### config.mk
export PLATFORM = sky130hd
export DESIGN_NAME = collide_ram
export DESIGN_NICKNAME = d
export VERILOG_FILES = /design/src/rtl/collide_ram_pkg.sv /design/src/rtl/collide_ram_store.sv /design/src/rtl/collide_ram_rport.sv /design/src/rtl/collide_ram.sv
export SDC_FILE = /design/constraint.sdc
export NUM_CORES = 1
export LEC_CHECK = 0
export ABC_AREA = 1
export BUFFER_PORTS_ARGS = -buffer_cell sky130_fd_sc_hd__buf_2
export CAP_MARGIN = 10
export CORE_MARGIN = 1.5
export CORE_UTILIZATION = 56
export CTS_CLUSTER_SIZE = 30
export DETAILED_ROUTE_END_ITERATION = 10
export HOLD_SLACK_MARGIN = 0.02
export PLACE_DENSITY = 0.75
export SYNTH_ARGS = -nofsm -noshare
export SYNTH_HDL_FRONTEND = slang
export SYNTH_HIERARCHICAL = 1
export SYNTH_SLANG_ARGS = --single-unit
### constraint.sdc
create_clock -name clk -period 1 [get_ports clk]
set_input_delay 0.3 -clock clk [delete_from_list [all_inputs] [get_ports clk]]
set_output_delay 0.3 -clock clk [all_outputs]
set_load 0.02 [all_outputs]
### src/rtl/collide_ram_pkg.sv
package collide_ram_pkg;

    // What a registered read returns when it meets the write address
    typedef enum logic [1:0] {
        COLL_OLD  = 2'd0,   // content before the write
        COLL_NEW  = 2'd1,   // data being written
        COLL_HOLD = 2'd2    // output frozen while any write is active
    } coll_mode_e;

    localparam int NUM_RD = 2;

endpackage

### src/rtl/collide_ram_store.sv
module collide_ram_store
    import collide_ram_pkg::*;
#(
    parameter int DEPTH = 16,
    parameter int WIDTH = 8,
    localparam int AW = $clog2(DEPTH)
) (
    input  logic                          clk,
    input  logic                          wr_en,
    input  logic [AW-1:0]                 wr_addr,
    input  logic [WIDTH-1:0]              wr_data,
    input  logic [NUM_RD-1:0][AW-1:0]     rd_addr,
    output logic [NUM_RD-1:0][WIDTH-1:0]  rd_word
);

    logic [WIDTH-1:0] mem_q [DEPTH];

    always_ff @(posedge clk) begin
        if (wr_en) begin
            mem_q[wr_addr] <= wr_data;
        end
    end

    // One combinational tap per read port
    for (genvar p = 0; p < NUM_RD; p++) begin : g_tap
        assign rd_word[p] = mem_q[rd_addr[p]];
    end

endmodule

### src/rtl/collide_ram_rport.sv
module collide_ram_rport
    import collide_ram_pkg::*;
#(
    parameter int         WIDTH     = 8,
    parameter int         AW        = 4,
    parameter coll_mode_e MODE      = COLL_OLD,
    parameter bit         SYNC_READ = 1'b1
) (
    input  logic             clk,
    input  logic             rst_n,
    input  logic             rd_en,
    input  logic [AW-1:0]    rd_addr,
    input  logic [WIDTH-1:0] arr_word,
    input  logic             wr_en,
    input  logic [AW-1:0]    wr_addr,
    input  logic [WIDTH-1:0] wr_data,
    output logic [WIDTH-1:0] rd_data
);

    typedef struct packed {
        logic [WIDTH-1:0] dout;
    } rport_st_t;

    rport_st_t st_d, st_q;
    logic      hit;

    always_comb begin
        hit  = rd_en && wr_en && (rd_addr == wr_addr);
        st_d = st_q;
        case (MODE)
            COLL_OLD: begin
                if (rd_en) st_d.dout = arr_word;
            end
            COLL_NEW: begin
                if (rd_en) st_d.dout = hit ? wr_data : arr_word;
            end
            default: begin
                if (rd_en && !wr_en) st_d.dout = arr_word;
            end
        endcase
    end

    always_ff @(posedge clk or negedge rst_n) begin
        if (!rst_n) st_q <= '0;
        else        st_q <= st_d;
    end

    assign rd_data = SYNC_READ ? st_q.dout : arr_word;

endmodule

### src/rtl/collide_ram.sv
module collide_ram
    import collide_ram_pkg::*;
#(
    parameter int         DEPTH     = 16,
    parameter int         WIDTH     = 8,
    parameter coll_mode_e MODE      = COLL_OLD,
    parameter bit         SYNC_READ = 1'b1,
    localparam int        AW        = $clog2(DEPTH)
) (
    input  logic             clk,
    input  logic             rst_n,
    input  logic             wr_en,
    input  logic [AW-1:0]    wr_addr,
    input  logic [WIDTH-1:0] wr_data,
    input  logic             rd0_en,
    input  logic [AW-1:0]    rd0_addr,
    output logic [WIDTH-1:0] rd0_data,
    input  logic             rd1_en,
    input  logic [AW-1:0]    rd1_addr,
    output logic [WIDTH-1:0] rd1_data
);

    logic [NUM_RD-1:0]            en_v;
    logic [NUM_RD-1:0][AW-1:0]    addr_v;
    logic [NUM_RD-1:0][WIDTH-1:0] word_v;
    logic [NUM_RD-1:0][WIDTH-1:0] data_v;

    assign en_v     = {rd1_en, rd0_en};
    assign addr_v   = {rd1_addr, rd0_addr};
    assign rd0_data = data_v[0];
    assign rd1_data = data_v[1];

    collide_ram_store #(
        .DEPTH (DEPTH),
        .WIDTH (WIDTH)
    ) u_store (
        .clk     (clk),
        .wr_en   (wr_en),
        .wr_addr (wr_addr),
        .wr_data (wr_data),
        .rd_addr (addr_v),
        .rd_word (word_v)
    );

    for (genvar p = 0; p < NUM_RD; p++) begin : g_port
        collide_ram_rport #(
            .WIDTH     (WIDTH),
            .AW        (AW),
            .MODE      (MODE),
            .SYNC_READ (SYNC_READ)
        ) u_rport (
            .clk      (clk),
            .rst_n    (rst_n),
            .rd_en    (en_v[p]),
            .rd_addr  (addr_v[p]),
            .arr_word (word_v[p]),
            .wr_en    (wr_en),
            .wr_addr  (wr_addr),
            .wr_data  (wr_data),
            .rd_data  (data_v[p])
        );
    end

endmodule

## Word-level counts from Yosys, hierarchy flattened

Memories as Yosys holds them, arrays and structs flattened. A register that Yosys moved wholly into a read port is not among the register bits.
Index checks and enable logic that the tools add are counted.

| storage, ports and cells | value |
|---|---|
| register bits after elaboration | 0 |
| memory bits (writable) | 128 |
| input port bits | 25 |
| output and inout bits | 16 |
| logic and storage cells | 5 |
| memories | 1 |

Memory list:

| memory | depth | bits a word | rd ports | clocked after memory_dff | write ports | RTL line | RTL |
|---|---|---|---|---|---|---|---|
| u_store.mem_q | 16 | 8 | 2 | 2 | 1 | collide_ram_store.sv:16 | `logic [WIDTH-1:0] mem_q [DEPTH];` |

| operators by class | value |
|---|---|
| multiplexer cells | 2 |
| reductions and logical operators | 2 |

Operators with widths:

| kind | count |
|---|---|
| $logic_not 1->1 | 2 |
| $mux 1 | 2 |

## Longest topological paths before layout

| logic depth | value |
|---|---|
| depth after elaboration | 2 |
| gate-level depth with buffers | 9 |
| mapped depth without buffers | 8 |

## Hierarchy

Netlist, hierarchy kept.

Modules (own cells, without submodules):

| module | times used | cells each | area each (sq um) | sequential area each (sq um) |
|---|---|---|---|---|
| collide_ram_store | 1 | 835 | 6939.2 | 3843.7 |
| collide_ram_rport | 2 | 34 | 305.3 | 200.2 |

## Worst setup path after synthesis

Ideal clock, no wire load.

| timing | value |
|---|---|
| path type | input to register |
| from | in wr_addr[2] |
| to | mem u_store.mem_q[10][0], enable pin |
| library setup time | 370 ps |
| arrival | 881 ps |
| data required time | 630 ps |
| slack | -251 ps |
| stages on the path | 2 |
| buffers on the path | 0 |
| path through | nand3b_1 nor2_1 |

RTL lines:

| what | RTL line | RTL |
|---|---|---|
| start, declared | collide_ram.sv:13 | `input logic [AW-1:0] wr_addr,` |
| end, declared | collide_ram_store.sv:16 |  |

Straight into the memory's write port.

## Final worst setup path

| timing | value |
|---|---|
| from | reg g_port[1].u_rport/rd_data[7] (netlist name) |
| to | out rd1_data[7] |

RTL lines:

| what | RTL line | RTL |
|---|---|---|
| end, declared | collide_ram.sv:20 | `output logic [WIDTH-1:0] rd1_data` |

No word-level cell between the ends.

==> flow_summary.yaml <==
worst_setup_path:
  end_kind: "primary output"
  rrSetupSlack_ps: -120
  crit_slowest_cell: "dfrtp_1"
  cp.buffers_inverters: 1
  critPathMaxFanout: 2
  worstPathRequired_ps: 700
  cp_top_family: "flip-flops"
  crit_chain: "buf_6"
  start_kind: "flop"
  worstPathArrival_ps: 1030
  path_class: "reg2out"
  crit_path_max_incr_delay_ps: 440
outcome:
  run_status: "complete, but fails checks"
  violations: "negative setup slack"
die:
  initial_utilization: 0.5724
  core_area_sq_um: 13190
  die_y_um: 119.1
  boundaryPins: 41
  fp-row-count: 42
  die_area_sq_um: 14190
  die_w_um: 119.1
clocking:
  cts_tree: "yes"
  clkLatencyLatePin_ps: 420
  path_clk_slew_ps: 60
  ctsRootBufferMaster: "clkbuf_16"
  clock_tree.buffer_depth: 2
  cts_buffers: 17
  clkSinkCount: 144
  htree_levels: 4
yosys:
  synth_seq_area_share: 0.5621
  ys_ff_latch: 144
  synth_edf_count: 128
  synth_flop_cell: "edfxtp_1"
  syn-cell-area_sq_um: 7550
  yosysWarnings: 6
  synth_top_cell_by_area: "edfxtp_1"
  syn_nets: 928
  yosys-mux-area-fraction: 0
  avgSynthCellArea_sq_um: 8.361
  yosysUniqueCellTypes: 13
  yosys-top-cells-area: "edfxtp_1 51%, nand2_1 16%, nand3_1 15%"
  synth_simple_gate_area_frac: 0.3212
  yosys-top-cells-count: "325 x nand2_1, 225 x nand3_1, 134 x inv_1, 128 x edfxtp_1, 26 x buf_2"
  synth_top_family_by_area: "simple AND/OR/NAND/NOR gates"
  async_reset_ff_frac: 0.1111
  synth_xor_area_frac: 0
  yosys.area_share.adder: 0
  yosysMostFrequentCell: "nand2_1"
  synth.top_cell.area_share: 0.5091
  netlist_instances: 903
  synth-compound-area-share: 0
global_routing:
  antenna_found_initial: 0
  grt_max_degree: 37
  grt_pass1_vias: 6506
  overflow: 0
  gr-usage-all-layers: 0.3401
  grt_pass1_wl_um: 35700
place:
  io_buffers: 40
  hpwl_um: 15100
  dp_slack_ps: -504.6
  gp_congestion: 0.9374
  place_inst: 1148
  placed_area_sq_um: 8783
timing:
  setup_tns_ps: -5683
  drv_slew: 0
  finalSetupViolCount: 32
  rsz0062_at_grt: "yes"
  period_needed_ps: 1326
  worstMarginPinSlew_ps: 421.2
  hold_violations: 0
  finalCritPeriodShare: 1.326
  fin_worst_skew_ps: 6.183
  fmax_mhz: 754.2
  slew_headroom: 0.7192
  setup_slack_ps: -325.8
layout:
  area_growth_syn_to_layout_pct: 36.49
  fill_cells: 773
  stdcell_area_sq_um: 10300
  fin_cells: 1192
  drive_gt1_frac: 0.4301
  antennaDiodeCount: 0
  finalNetCount: 1028
route:
  wl_per_cell_um: 20.60
  remaining_drc_errors: 0
  ant_nets: 0
  drt-initial-drc-count: 1173
  vias_per_cell: 5.998
  dr_total_vias: 7150
  routed_wirelength_um: 24550
  first_pass_iters: 6
job:
  cap_viol_max_count: 0
worst_hold_path:
  hp-class: "in2reg"
power:
  leakage_nw: 4.615
  power.density_nw_per_um2: 1488
  peakVddDrop_mv: 1.131
-- placed cells by master (no fill, tap or decap) --
cell / instances
clkbuf_8: 3
clkinvlp_4: 1
buf_2: 24
inv_4: 3
dlygate4sd3_1: 1
dfrtp_1: 16
clkbuf_1: 6
inv_1: 54
nor2_4: 9
nand2_2: 38
buf_12: 35
nand2_4: 1
inv_2: 80
nand3_2: 138
nand3b_1: 2
clkbuf_16: 17
nand3_4: 1
edfxtp_1: 128
clkinv_2: 4
buf_4: 54
bufinv_16: 1
buf_6: 17
nand2_1: 286
nand3_1: 86
nor2_2: 8
inv_6: 3
-- final timing paths --
path                                                                  to                                startpoint  cells after the start
min in group asynchronous       g_port[1].u_rport/rd_data[0]$_DFFE_PN0P_                                     rst_n                      2
worst max-delay path                                         rd1_data[7]  g_port[1].u_rport/rd_data[7]$_DFFE_PN0P_                      1
worst min-delay path                      u_store/mem_q[14][6]$_DFFE_PP_                                wr_data[6]                      1
max in group asynchronous       g_port[0].u_rport/rd_data[3]$_DFFE_PN0P_                                     rst_n                      2
worst min register to register  g_port[1].u_rport/rd_data[5]$_DFFE_PN0P_  g_port[1].u_rport/rd_data[5]$_DFFE_PN0P_                      2
worst max register to register  g_port[1].u_rport/rd_data[5]$_DFFE_PN0P_            u_store/mem_q[10][5]$_DFFE_PP_                      8
-- final cells by class --
| class | instances | area, sq um | area share |
|---|---|---|---|
| clock buffer | 26 | 489.2 | 0.04747 |
| clock inverter | 6 | 57.56 | 0.005585 |
| inverter | 140 | 548.0 | 0.05318 |
| multi-input combinational | 569 | 3318 | 0.3220 |
| sequential | 144 | 4244 | 0.4118 |
| tap | 176 | 220.2 | 0.02137 |
| timing repair buffer | 131 | 1428 | 0.1385 |
-- registers in the layout, summed over array words and instances (netlist names) --
name and flops:
u_store/mem_q 128, g_port.u_rport/rd_data 16
-- cells by family (layout without fill, tap and decap cells) --
logic type	count (synthesis)	count (layout)
buffers and inverters	190	303
flip-flops	144	144
AND/OR/NAND/NOR	569	569
-- through the flow --
step                      hold slack [ps]  power, mW  utilization
after global placement              239.0      8.865       0.6659
after detailed placement            242.0      8.898       0.6659
final                               170.3      15.33       0.7813
after CTS                           159.3      14.98       0.7381
after global routing                177.4      15.69       0.7813
after floorplan                     4.409      8.143            -
-- worst reg2reg max path, delay by kind of cell, from the launching register on --
family / cells / cell delay, ps
and+or+nand+nor: 7 / 540
DFF: 1 / 400
buffers and inverters: 1 / 80
-- metal layers --
| metal | wire length, um | share of wire | global-route usage |
|---|---|---|---|
| met1 | 8863 | 0.36 | 0.4617 |
| met2 | 11320 | 0.46 | 0.5307 |
| met3 | 3221 | 0.13 | 0.06561 |
| met4 | 1146 | 0.047 | 0.1596 |
| met5 | 0 | 0 | 0 |
-- report_power, final --
part           leakage (nW)  total, mW  internal (mW)  switching (mW)
registers              1.35       6.87           6.75           0.125
logic                  2.99       2.50          0.997            1.51
clock network         0.268       5.96           3.60            2.35
-- what timing repair did --
action	4_1_cts	5_1_grt
hold endpoints to repair	16	0
setup buffers	5	6
pin swaps	58	69
resized for setup	117	167
hold buffers	1	0
endpoints found under the setup margin	32	32
No activity file was read; power rests on OpenSTA's default activity.
